==> src/rtl/mdec_pkg.sv <==
package mdec_pkg;

  localparam int unsigned WORD_W   = 32;
  localparam int unsigned OP_W     = 6;
  localparam int unsigned REG_W    = 5;
  localparam int unsigned IMM_W    = 16;
  localparam int unsigned JIDX_W   = 26;
  localparam int unsigned ALUF_W   = 4;
  localparam int unsigned REGION_W = WORD_W - JIDX_W - 2;
  localparam logic [WORD_W-1:0] PC_STEP = WORD_W'(4);

  localparam logic [OP_W-1:0] OPC_RTYPE = 6'b000000;
  localparam logic [OP_W-1:0] OPC_ADDI  = 6'b001000;
  localparam logic [OP_W-1:0] OPC_LW    = 6'b100011;
  localparam logic [OP_W-1:0] OPC_SW    = 6'b101011;
  localparam logic [OP_W-1:0] OPC_BEQ   = 6'b000100;
  localparam logic [OP_W-1:0] OPC_J     = 6'b000010;

  localparam logic [OP_W-1:0] FN_ADD = 6'b100000;
  localparam logic [OP_W-1:0] FN_SUB = 6'b100010;
  localparam logic [OP_W-1:0] FN_AND = 6'b100100;
  localparam logic [OP_W-1:0] FN_OR  = 6'b100101;
  localparam logic [OP_W-1:0] FN_SLT = 6'b101010;

  localparam logic [ALUF_W-1:0] ALU_AND = 4'b0000;
  localparam logic [ALUF_W-1:0] ALU_OR  = 4'b0001;
  localparam logic [ALUF_W-1:0] ALU_ADD = 4'b0010;
  localparam logic [ALUF_W-1:0] ALU_SUB = 4'b0110;
  localparam logic [ALUF_W-1:0] ALU_SLT = 4'b0111;

  typedef enum logic [1:0] {
    CLS_ADD   = 2'b00,
    CLS_SUB   = 2'b01,
    CLS_FUNCT = 2'b10
  } alu_class_e;

  typedef struct packed {
    logic       dst_rd;
    logic       jmp_en;
    logic       br_en;
    logic       mrd_en;
    logic       wb_mem;
    logic [1:0] alu_class;
    logic       mwr_en;
    logic       opb_imm;
    logic       rf_we;
  } ctrl_t;

  function automatic logic [WORD_W-1:0] sext_imm(input logic [IMM_W-1:0] v);
    return {{(WORD_W-IMM_W){v[IMM_W-1]}}, v};
  endfunction

  function automatic logic [WORD_W-1:0] branch_dest(input logic [WORD_W-1:0] seq,
                                                    input logic [WORD_W-1:0] ext);
    return seq + {ext[WORD_W-3:0], 2'b00};
  endfunction

  function automatic logic [WORD_W-1:0] jump_dest(input logic [WORD_W-1:0] seq,
                                                  input logic [JIDX_W-1:0] idx);
    return {seq[WORD_W-1 -: REGION_W], idx, 2'b00};
  endfunction

  function automatic logic [ALUF_W-1:0] funct_to_alu(input logic [OP_W-1:0] fn);
    logic [ALUF_W-1:0] r;
    case (fn)
      FN_ADD:  r = ALU_ADD;
      FN_SUB:  r = ALU_SUB;
      FN_AND:  r = ALU_AND;
      FN_OR:   r = ALU_OR;
      FN_SLT:  r = ALU_SLT;
      default: r = ALU_AND;
    endcase
    return r;
  endfunction

endpackage

==> src/rtl/mdec_fields.sv <==
module mdec_fields
  import mdec_pkg::*;
(
  input  logic [WORD_W-1:0] instr,
  output logic [OP_W-1:0]   opcode,
  output logic [REG_W-1:0]  rs,
  output logic [REG_W-1:0]  rt,
  output logic [REG_W-1:0]  rd,
  output logic [REG_W-1:0]  shamt,
  output logic [OP_W-1:0]   funct,
  output logic [IMM_W-1:0]  imm,
  output logic [JIDX_W-1:0] jidx
);

  localparam int unsigned RS_LSB = WORD_W - OP_W - REG_W;
  localparam int unsigned RT_LSB = RS_LSB - REG_W;
  localparam int unsigned RD_LSB = RT_LSB - REG_W;
  localparam int unsigned SH_LSB = RD_LSB - REG_W;

  assign opcode = instr[WORD_W-1 -: OP_W];
  assign rs     = instr[RS_LSB +: REG_W];
  assign rt     = instr[RT_LSB +: REG_W];
  assign rd     = instr[RD_LSB +: REG_W];
  assign shamt  = instr[SH_LSB +: REG_W];
  assign funct  = instr[OP_W-1:0];
  assign imm    = instr[IMM_W-1:0];
  assign jidx   = instr[JIDX_W-1:0];

endmodule

==> src/rtl/mdec_main_ctrl.sv <==
module mdec_main_ctrl
  import mdec_pkg::*;
(
  input  logic [OP_W-1:0] opcode,
  output ctrl_t           ctrl
);

  logic is_rtype, is_addi, is_lw, is_sw, is_beq, is_j, is_known;

  always_comb begin
    is_rtype = (opcode == OPC_RTYPE);
    is_addi  = (opcode == OPC_ADDI);
    is_lw    = (opcode == OPC_LW);
    is_sw    = (opcode == OPC_SW);
    is_beq   = (opcode == OPC_BEQ);
    is_j     = (opcode == OPC_J);
    is_known = is_rtype | is_addi | is_lw | is_sw | is_beq | is_j;

    ctrl = '0;
    if (is_rtype) begin
      ctrl.dst_rd    = 1'b1;
      ctrl.rf_we     = 1'b1;
      ctrl.alu_class = CLS_FUNCT;
    end
    if (is_addi) begin
      ctrl.opb_imm   = 1'b1;
      ctrl.rf_we     = 1'b1;
      ctrl.alu_class = CLS_ADD;
    end
    if (is_lw) begin
      ctrl.opb_imm   = 1'b1;
      ctrl.wb_mem    = 1'b1;
      ctrl.rf_we     = 1'b1;
      ctrl.mrd_en    = 1'b1;
      ctrl.alu_class = CLS_ADD;
    end
    if (is_sw) begin
      ctrl.opb_imm   = 1'b1;
      ctrl.mwr_en    = 1'b1;
      ctrl.alu_class = CLS_ADD;
    end
    if (is_beq) begin
      ctrl.br_en     = 1'b1;
      ctrl.alu_class = CLS_SUB;
    end
    if (is_j) begin
      ctrl.jmp_en    = 1'b1;
    end

    AST_UNKNOWN_QUIET: assert (is_known || ctrl == '0) else $error("unknown opcode asserted a control");
    AST_JUMP_ALONE: assert (!ctrl.jmp_en || (ctrl & ~ctrl_t'(10'b0100000000)) == '0) else $error("jump with other controls");
    AST_MEM_EXCL: assert (!(ctrl.mrd_en && ctrl.mwr_en)) else $error("read and write together");
    AST_WB_NEEDS_READ: assert (!ctrl.wb_mem || (ctrl.mrd_en && ctrl.rf_we)) else $error("memory write-back without read");
    AST_BRANCH_SUBTRACTS: assert (!ctrl.br_en || (ctrl.alu_class == CLS_SUB && !ctrl.rf_we)) else $error("branch class wrong");
    AST_RD_ONLY_RTYPE: assert (!ctrl.dst_rd || ctrl.alu_class == CLS_FUNCT) else $error("rd selected outside R-type");
    AST_IMM_FORMS_ADD: assert (!ctrl.opb_imm || ctrl.alu_class == CLS_ADD) else $error("immediate operand without add");
  end

endmodule

==> src/rtl/mdec_alu_ctrl.sv <==
module mdec_alu_ctrl
  import mdec_pkg::*;
(
  input  logic [1:0]        alu_class,
  input  logic [OP_W-1:0]   funct,
  output logic [ALUF_W-1:0] alu_func
);

  logic class_fixed;

  always_comb begin
    class_fixed = (alu_class != CLS_FUNCT);
    case (alu_class)
      CLS_ADD:   alu_func = ALU_ADD;
      CLS_SUB:   alu_func = ALU_SUB;
      CLS_FUNCT: alu_func = funct_to_alu(funct);
      default:   alu_func = ALU_AND;
    endcase

    AST_ALU_CODE_LEGAL: assert (alu_func inside {ALU_AND, ALU_OR, ALU_ADD, ALU_SUB, ALU_SLT}) else $error("illegal ALU code");
    AST_FIXED_IGNORES_FUNCT: assert (!class_fixed || alu_class == 2'b11 || alu_func[3:2] != 2'b00 || alu_func == ALU_ADD) else $error("fixed class followed funct");
  end

endmodule

==> src/rtl/mdec_targets.sv <==
module mdec_targets
  import mdec_pkg::*;
(
  input  logic [WORD_W-1:0] pc,
  input  logic [IMM_W-1:0]  imm,
  input  logic [JIDX_W-1:0] jidx,
  output logic [WORD_W-1:0] imm_ext,
  output logic [WORD_W-1:0] pc_plus4,
  output logic [WORD_W-1:0] br_target,
  output logic [WORD_W-1:0] jmp_target
);

  logic [WORD_W-IMM_W-1:0] ext_fill;

  always_comb begin
    imm_ext    = sext_imm(imm);
    pc_plus4   = pc + PC_STEP;
    br_target  = branch_dest(pc_plus4, imm_ext);
    jmp_target = jump_dest(pc_plus4, jidx);
    ext_fill   = imm_ext[WORD_W-1:IMM_W];

    AST_SEXT_FILL: assert ((ext_fill == '0 || ext_fill == '1) && ext_fill[0] == imm[IMM_W-1] && imm_ext[IMM_W-1:0] == imm) else $error("bad sign extension");
    AST_BR_ALIGN: assert (br_target[1:0] == pc[1:0]) else $error("branch target misaligned");
    AST_JMP_REGION: assert (jmp_target[WORD_W-1 -: REGION_W] == pc_plus4[WORD_W-1 -: REGION_W] && jmp_target[1:0] == 2'b00) else $error("jump region wrong");
  end

endmodule

==> src/rtl/mips_subset_decoder.sv <==
module mips_subset_decoder
  import mdec_pkg::*;
(
  input  logic [31:0] instr,
  input  logic [31:0] pc,
  output logic [5:0]  opcode,
  output logic [4:0]  rs,
  output logic [4:0]  rt,
  output logic [4:0]  rd,
  output logic [4:0]  shamt,
  output logic [5:0]  funct,
  output logic [15:0] imm,
  output logic [25:0] jidx,
  output logic        dst_rd,
  output logic        jmp_en,
  output logic        br_en,
  output logic        mrd_en,
  output logic        wb_mem,
  output logic [1:0]  alu_class,
  output logic        mwr_en,
  output logic        opb_imm,
  output logic        rf_we,
  output logic [3:0]  alu_func,
  output logic [31:0] imm_ext,
  output logic [31:0] pc_plus4,
  output logic [31:0] br_target,
  output logic [31:0] jmp_target
);

  ctrl_t ctrl;

  mdec_fields u_fields (
    .instr(instr), .opcode(opcode), .rs(rs), .rt(rt), .rd(rd),
    .shamt(shamt), .funct(funct), .imm(imm), .jidx(jidx)
  );

  mdec_main_ctrl u_main (
    .opcode(opcode), .ctrl(ctrl)
  );

  assign dst_rd    = ctrl.dst_rd;
  assign jmp_en    = ctrl.jmp_en;
  assign br_en     = ctrl.br_en;
  assign mrd_en    = ctrl.mrd_en;
  assign wb_mem    = ctrl.wb_mem;
  assign alu_class = ctrl.alu_class;
  assign mwr_en    = ctrl.mwr_en;
  assign opb_imm   = ctrl.opb_imm;
  assign rf_we     = ctrl.rf_we;

  mdec_alu_ctrl u_alu (
    .alu_class(ctrl.alu_class), .funct(funct), .alu_func(alu_func)
  );

  mdec_targets u_tgt (
    .pc(pc), .imm(imm), .jidx(jidx), .imm_ext(imm_ext),
    .pc_plus4(pc_plus4), .br_target(br_target), .jmp_target(jmp_target)
  );

endmodule

==> config.mk <==
export PLATFORM = sky130hd
export DESIGN_NAME = mips_subset_decoder
export DESIGN_NICKNAME = d
export VERILOG_FILES = /design/src/rtl/mdec_pkg.sv /design/src/rtl/mdec_fields.sv /design/src/rtl/mdec_main_ctrl.sv /design/src/rtl/mdec_alu_ctrl.sv /design/src/rtl/mdec_targets.sv /design/src/rtl/mips_subset_decoder.sv
export SDC_FILE = /design/constraint.sdc
export NUM_CORES = 1
export LEC_CHECK = 0
export BUFFER_PORTS_ARGS = -buffer_cell sky130_fd_sc_hd__buf_2
export CORE_AREA = 2 2 107 109
export DETAILED_ROUTE_END_ITERATION = 7
export DIE_AREA = 0 0 109 111
export GPL_TIMING_DRIVEN = 1
export PLACE_DENSITY = 0.69
export SYNTH_ARGS = -nofsm -noshare
export SYNTH_HDL_FRONTEND = slang
export SYNTH_SLANG_ARGS = --single-unit
==> constraint.sdc <==
create_clock -name vclk -period 3.3
set_clock_uncertainty 0.15 [all_clocks]
set_input_delay 0.165 -clock vclk [all_inputs]
set_output_delay 0.165 -clock vclk [all_outputs]
set_load 0.005 [all_outputs]
---- After elaboration in Yosys (flattened, before gate mapping) ----
Cells that the tools add are included.
storage, ports and cells
  register bits ........................... 0
  word-level logic and storage cells ...... 27
  output and inout bits ................... 216
operators by class
  muxes and demuxes ....................... 12
  reductions and logical operators ........ 2
  add/sub/neg operators ................... 2
  eq/ne operators ......................... 11
operator list
  cell                                                  number
  equality test 6 bit (second input constant)           6
  adder 32 x 3 -> 32 bit (second input constant)        1
  adder 32 bit                                          1
  case mux 3 bit (4 select lines)                       1
  case mux 4 bit (3 select lines)                       1
  two-way mux 2 bit                                     5
  two-way mux 4 bit                                     2
  equality test 6 x 2 -> 1 bit (second input constant)  1
  equality test 6 x 3 -> 1 bit (second input constant)  1
  equality test 6 x 4 -> 1 bit (second input constant)  1
  zero test 6 bit                                       1
  two-way mux 1 bit                                     3
  equality test 2 x 1 -> 1 bit (second input constant)  1
  equality test 2 bit (second input constant)           1
  zero test 2 bit                                       1

---- Depth between registers and ports, before layout ----
Gate-level depths: netlist of run 1.
  depth after elaboration ................. 8
  depth in mapped cells ................... 14
  mapped depth without buffers ............ 13

---- Modules after synthesis ----
From an unflattened synthesis of run 1, not the netlist that was laid out.
unflattened totals
  cells, all modules ...................... 479
  area total of the unflattened synthesis .. 3,507.1 um2
modules (own cells, without submodules)
  module          cells an instance  times used  area each (um2)
  mdec_targets    369                1           2,693.8
  mdec_fields     74                 1           555.5
  mdec_main_ctrl  24                 1           160.2
  mdec_alu_ctrl   12                 1           97.6

---- Worst setup path after synthesis of run 1 ----
OpenSTA, ideal clock, no wires.
  path type ............................... input port to output port
  start point ............................. in pc[4]
  end point ............................... out br_target[30]
  buffers on the path ..................... 1
  cell stages on the path ................. 13
  data arrival time ....................... 2.741 ns
  path slack .............................. 0.244 ns
  required time ........................... 2.985 ns
  path through ............................ and3_1 -> and4_1 -> nand3_1 -> nor4_1 -> xor2_1 -> ha_1 -> clkbuf_2 -> nand2_1 -> nor4_1 -> a22oi_1 -> o211ai_1 -> a21oi_1 -> o311ai_2
on the way
  longest elaborated chain between the ends .. 2
ends and longest elaborated chain
  what                    line                       text
  start, declared         mips_subset_decoder.sv:5   input logic [31:0] pc,
  adder 32 x 3 -> 32 bit  mdec_targets.sv:17         pc_plus4 = pc + PC_STEP;
  named net pc_plus4[22]  mips_subset_decoder.sv:25  output logic [31:0] pc_plus4,
  adder 32 bit            mdec_pkg.sv:55             return seq + {ext[WORD_W-3:0], 2'b00};
  end, declared           mips_subset_decoder.sv:26  output logic [31:0] br_target,
The timed path passes the listed nets, and every way through them passes these cells.

---- Worst setup path in the final report of run 1 ----
  start point ............................. in pc[6]
  end point ............................... out br_target[29]
on the way
  longest elaborated chain between the ends .. 2
ends and longest elaborated chain
  what                    line
  adder 32 x 3 -> 32 bit  mdec_targets.sv:17
  adder 32 bit            mdec_pkg.sv:55
Every way passes these cells.

==> flow_summary_export.csv, run 1 <==
group,metric,value,unit
finish,layout.nets,761,
sta,fin_tns_setup,0,ns
detailed_routing,viasPerCell,4.82,
detailed_routing,wl_per_cell,14.5,um
global_route,grt_pass1_wl,17000,um
global_route,grt_max_degree,28,
yosys,yosysUniqueCellTypes,56,
run_status,status,"finished, final reports clean",
global_route,grt_pass1_vias,3459,
yosys,synth_area,3580,um2
detailed_routing,top_layer,"met4",
setup_path,cp_cell_sequence,"buf_6 -> and3_4 -> and4_4 -> nand3_4 -> buf_4 -> nor2_4 -> xor2_4 -> ha_4 -> buf_4 -> nand2_1 -> o21ai_1 -> a211o_1 -> a211oi_4 -> nor4_2 -> nor3_1 -> buf_2",
setup_path,crit_path_start,"pc[6]",
pwr,p_per_area,181,nW/um2
pwr,p_int,0.000411,W
place,dp_hpwl,10100,um
sta,rsz0062_at_grt,"yes",
setup_path,crit_end,"br_target[29]",
pwr,clkPwrFrac,0,
setup_path,slowest_stage,"a211o_1",
floorplanning,core-area,11100,um2
finish,syn2layout_area_growth,30.5,%
yosys,syn_inst,509,
finish,seq_area,0,um2
pwr,switching_share,0.515,
pwr,pwr-share-comb,1.000,
floorplanning,initial_utilization,0.323,
finish,design.seq.count,0,
setup_path,crit_arrival,2.93,ns
finish,nClkBuffers,0,
floorplanning,num_io_pins,280,
pwr,power.leakage,2.36,nW
detailed_routing,wl_met3,728,um
sta,fmax,0.309,GHz
floorplanning,fp.dieW,109,um
sta,finalCritPeriodShare,0.982,
global_route,grtUsageTotal,0.173,
finish,insertedDiodeCount,0,
setup_path,worst_setup_path_start_kind,"input pin",
finish,drive_gt1_frac,0.560,
sta,setup_viol,0,
worst_hold_path,min_from,"instr[22]",
yosys,syn_avg_cell_area,7.04,um2
detailed_routing,vias,3879,
place,dp.cells,798,
setup_path,crit_top_cell,"buf_4",
place,place.port_buffers,231,
sta,fin_crit,3.24,ns
yosys,ys_seq_area_frac,0,
detailed_routing,wl_met1,4430,um
detailed_routing,drt_pass1_iterations,4,
floorplanning,rows,39,
finish,stdcell_count,804,
detailed_routing,drtIter0Drc,125,
pwr,vdd_drop_max,0.0000784,V
detailed_routing,wl,11700,um
flow_run,drv_cap,0,
setup_path,worst-setup-path-type,"in2out",
sta,hold_violations,0,
global_route,antenna_found_initial,0,
sta,drv_slew,0,
detailed_routing,ant_nets,0,
yosys,yosysWarnings,0,
global_route,overflow,0,
place,gp_congestion,0.905,
pwr,p_switching,0.000437,W
detailed_routing,drcViolationCount,0,
setup_path,critPathMaxFanout,4,
floorplanning,dieArea,12100,um2
detailed_routing,wl_met2,6390,um
worst_hold_path,hold_path_class,"in2out",
setup_path,crit_path_max_incr_delay,0.33,ns
setup_path,end_kind,"output port",
setup_path,required,2.98,ns
pwr,pwr-share-seq,0,
clocking,cts_hold_buf,0,
floorplanning,die_y,111,um
[placed cells by master, fill, tap and decap left out, types with 9 or more instances in the layout]
cell type and instances:
ha_1 29, nor2_1 25, buf_2 227, nand3_1 11, nand2_1 34, buf_4 79
a21oi_1 21, o21ai_0 13, nor3_1 9, a21o_1 10, xnor2_1 26, xor2_1 21
nand4_1 14, a21oi_2 9, inv_1 9
[how the worst min path moves through the flow]
stage                                 to  slack (ns)  depth (start not counted)
after floorplan                   jmp_en        0.22                          1
after global placement             rs[2]        0.18                          0
after detailed placement           rs[2]        0.18                          0
after CTS                          rs[2]        0.18                          0
after global routing        br_target[1]        0.18                          0
final                     jmp_target[24]        0.18                          0
[power groups by stage]
stage               Sequential [W]  Clock [W]  Combinational (W)
global placement                 0          0           0.000784
detailed placement               0          0           0.000788
global route                     0          0           0.000930
finish                           0          0           0.000848
CTS                              0          0           0.000801
floorplan                        0          0           0.000520
[worst max-delay path: cells and delay by family]
family	cells	cell delay, ns
compound gates	3	0.74
xor+xnor	1	0.22
fa+ha+maj	1	0.24
buf+inv	4	0.52
simple gates	7	1.04
[synth_stat cells, drive strengths merged, types with 2 or more instances]
| library cell | number | area share |
|---|---|---|
| o211ai | 3 | 0.0077 |
| and2 | 2 | 0.0035 |
| ha | 33 | 0.12 |
| xnor2 | 29 | 0.071 |
| clkbuf | 6 | 0.0080 |
| nand4 | 15 | 0.028 |
| a211oi | 8 | 0.018 |
| or2 | 2 | 0.0035 |
| o21ai | 19 | 0.027 |
| nand4b | 2 | 0.0049 |
| a211o | 3 | 0.0073 |
| o221ai | 2 | 0.0098 |
| a21o | 10 | 0.021 |
| nor3b | 2 | 0.0042 |
| nand3 | 14 | 0.020 |
| a221oi | 2 | 0.0049 |
| o21bai | 8 | 0.017 |
| o31a | 4 | 0.0098 |
| a21oi | 31 | 0.045 |
| nand2b | 3 | 0.0052 |
| nor4 | 6 | 0.010 |
| nor2 | 32 | 0.036 |
| and4 | 4 | 0.0098 |
| nor2b | 2 | 0.0035 |
| or3 | 4 | 0.0084 |
| buf | 153 | 0.32 |
| xor2 | 25 | 0.061 |
| a31oi | 3 | 0.0052 |
| nor3 | 14 | 0.020 |
| and3 | 9 | 0.016 |
| nand2 | 37 | 0.039 |
| o311ai | 2 | 0.0070 |
| inv | 9 | 0.0094 |
[logic make-up after synthesis]
group           after synthesis  share of synthesized area
compound gates               99                      0.189
xor+xnor                     54                      0.132
fa+ha+maj                    34                      0.121
buf+inv                     168                      0.334
mux                           1                    0.00279
other cells                   1                    0.00105
simple gates                152                      0.220
[area by class of cell]
cell class	count	area, um2
Fill cell	1168	6400
Multi-Input combinational cell	343	2700
Timing Repair Buffer	309	1760
Tap cell	143	179
Inverter	9	33.8
[per-layer routing]
| layer | GRT usage | vias to the layer above |
|---|---|---|
| li1 | - | 1945 |
| met3 | 0.0129 | 11 |
| met5 | 0 | - |
| met1 | 0.199 | 1775 |
| met2 | 0.347 | 148 |
| met4 | 0.0154 | 0 |
[per-stage QoR]
stage / instance area [um2] / hold WS [ns] / util / setup WS, ns / power, W
6_report: 4670 / 0.180 / 0.422 / 0.0593 / 0.000848
5_1_grt: 4670 / 0.180 / 0.422 / -0.0540 / 0.000930
4_1_cts: 4360 / 0.180 / 0.394 / -0.00645 / 0.000801
3_5_place_dp: 4300 / 0.180 / 0.388 / -0.164 / 0.000788
3_3_place_gp: 4300 / 0.180 / 0.388 / -0.0653 / 0.000784
2_1_floorplan: 3590 / 0.215 / - / 0.244 / 0.000520
[what timing repair did]
item                                    4_1_cts  5_1_grt
setup buffers                                 2        4
gates cloned                                  0        0
endpoints found under the setup margin       10       17
pin swaps                                     4       29
resized for setup                            11       61
(Power assumes the default switching activity.)
==> run 2, diff against run 1 <==
- CELL_PAD_IN_SITES_DETAIL_PLACEMENT: default -> 1
- CELL_PAD_IN_SITES_GLOBAL_PLACEMENT: default -> 2
- CORE_AREA: 2 2 107 109 -> default
- CORE_UTILIZATION: default -> 20
- DIE_AREA: 0 0 109 111 -> default
- PLACE_DENSITY: 0.69 -> default
- PLACE_DENSITY_LB_ADDON: default -> 0.1
==> run 2 against run 1 <==
  * The flow now finishes with violations (negative setup slack)
  * Via count increased by 7.9%
  * Combinational power increased by 16%
  * Critical path depth down 1
  * Sequential share of layout area stayed put
  * Critical path type unchanged
  * Largest cell class unchanged
  * Largest power group unchanged
==> flow_summary_export.csv, run 2 (same netlist as run 1, synthesis figures left out) <==
group,metric,value,unit
run_status,status,"finished, violations left",
run_status,violations,"negative setup slack",
floorplanning,die_y,136,um
global_route,grtUsageTotal,0.154,
finish,nFillCells,2187,
sta,drv_slew,0,
global_route,grt_pass1_vias,4216,
setup_path,slowest_stage,"or3_4",
place,gp_congestion,0.783,
floorplanning,fp.dieW,136,um
setup_path,critPathMaxFanout,5,
sta,setup_viol,2,
finish,layout.nets,825,
pwr,vdd_drop_max,0.0000587,V
detailed_routing,wl,15300,um
finish,design.seq.count,0,
finish,nClkBuffers,0,
place,dp_hpwl,13200,um
sta,rsz0062_at_grt,"yes",
detailed_routing,wl_per_cell,16.2,um
detailed_routing,ant_nets,0,
place,pre_cts_ws,-0.351,ns
floorplanning,core-area,17400,um2
finish,final_common_cell,"buf_2",
detailed_routing,vias,4187,
setup_path,worst_setup_path_start_kind,"input pin",
pwr,p_per_area,179,nW/um2
finish,layout_common_cells,"buf_2 (225), buf_4 (140), nand2_1 (32)",
sta,fin_tns_setup,-0.0310,ns
setup_path,cp_cell_sequence,"buf_6 -> and3_4 -> buf_6 -> and3_4 -> and2_4 -> and3_4 -> xor2_2 -> ha_1 -> a21o_1 -> a31o_1 -> or3_4 -> o221ai_4 -> o211ai_2 -> xor2_1 -> buf_2",
finish,seq_area,0,um2
setup_path,crit_arrival,3.01,ns
detailed_routing,drcViolationCount,0,
sta,fin_crit,3.33,ns
sta,hold_violations,0,
setup_path,crit_path_max_incr_delay,0.38,ns
global_route,grt_max_degree,27,
flow_run,drv_cap,0,
setup_path,crit_top_cell,"and3_4",
setup_path,required,2.98,ns
floorplanning,rows,48,
global_route,antenna_found_initial,0,
detailed_routing,drtIter0Drc,87,
place,place.port_buffers,231,
place,dp.cells,926,
setup_path,crit_buf_inv,3,
floorplanning,dieArea,18400,um2
setup_path,end_kind,"output port",
finish,insertedDiodeCount,0,
setup_path,critPathTopFamily,"simple AND/OR/NAND/NOR gates",
floorplanning,initial_utilization,0.206,
sta,fmax,0.301,GHz
finish,drive_gt1_frac,0.632,
sta,setup_ws,-0.0270,ns
worst_hold_path,hold_path_class,"in2out",
sta,finalCritPeriodShare,1.01,
floorplanning,num_io_pins,280,
pwr,power.leakage,2.78,nW
finish,syn2layout_area_growth,53.8,%
setup_path,worst-setup-path-type,"in2out",
finish,post-route-util,0.316,
global_route,grt_pass1_wl,22600,um
pwr,power.total,0.000984,W
detailed_routing,viasPerCell,4.41,
detailed_routing,drt_pass1_iterations,4,
global_route,overflow,0,
finish,stdcell_count,950,
finish,multi_input_comb_area,2920,um2
[run 2: cell types whose count changed in the layout (fill, tap and decap cells not counted), moves of 5 or more]
cell,change
buf_4,+61
ha_4,+6
ha_1,-5
o21ai_0,-6
xnor2_2,+5
xnor2_1,-6
[run 2: path summary, 6_finish.rpt]
check	start	cells past startpoint	to
min	pc[1]	0	br_target[1]
max	pc[4]	15	br_target[31]
[run 2: timing repair]
item / 4_1_cts / 5_1_grt
setup endpoints to repair: 16 / 17
pin swaps: 23 / 49
gates cloned: 0 / 0
setup buffers: 10 / 14
hold buffers: 0 / 0
resized for setup: 36 / 77
[run 2: routing by layer]
layer / vias to the layer above / track usage / share of wire
met4: 0 / 0.00499 / 0.0014
li1: 2078 / - / -
met2: 125 / 0.310 / 0.55
met3: 3 / 0.0142 / 0.047
met1: 1981 / 0.182 / 0.40
met5: - / 0 / 0
[run 2: where the power goes]
part	internal, W	total (W)	switching [W]
clock network	0	0	0
logic	0.000490	0.000984	0.000495
registers	0	0	0
[run 2: metrics by stage]
step / instance area [um2] / hold slack (ns)
2_1_floorplan: 3590 / 0.215
3_3_place_gp: 4750 / 0.180
3_5_place_dp: 4750 / 0.180
4_1_cts: 4970 / 0.180
5_1_grt: 5510 / 0.180
6_report: 5510 / 0.180
[run 2: cell type report]
cell class	count	area share
inverter	9	0.00613
multi-input combinational	343	0.530
tap	225	0.0511
timing repair buffer	373	0.413
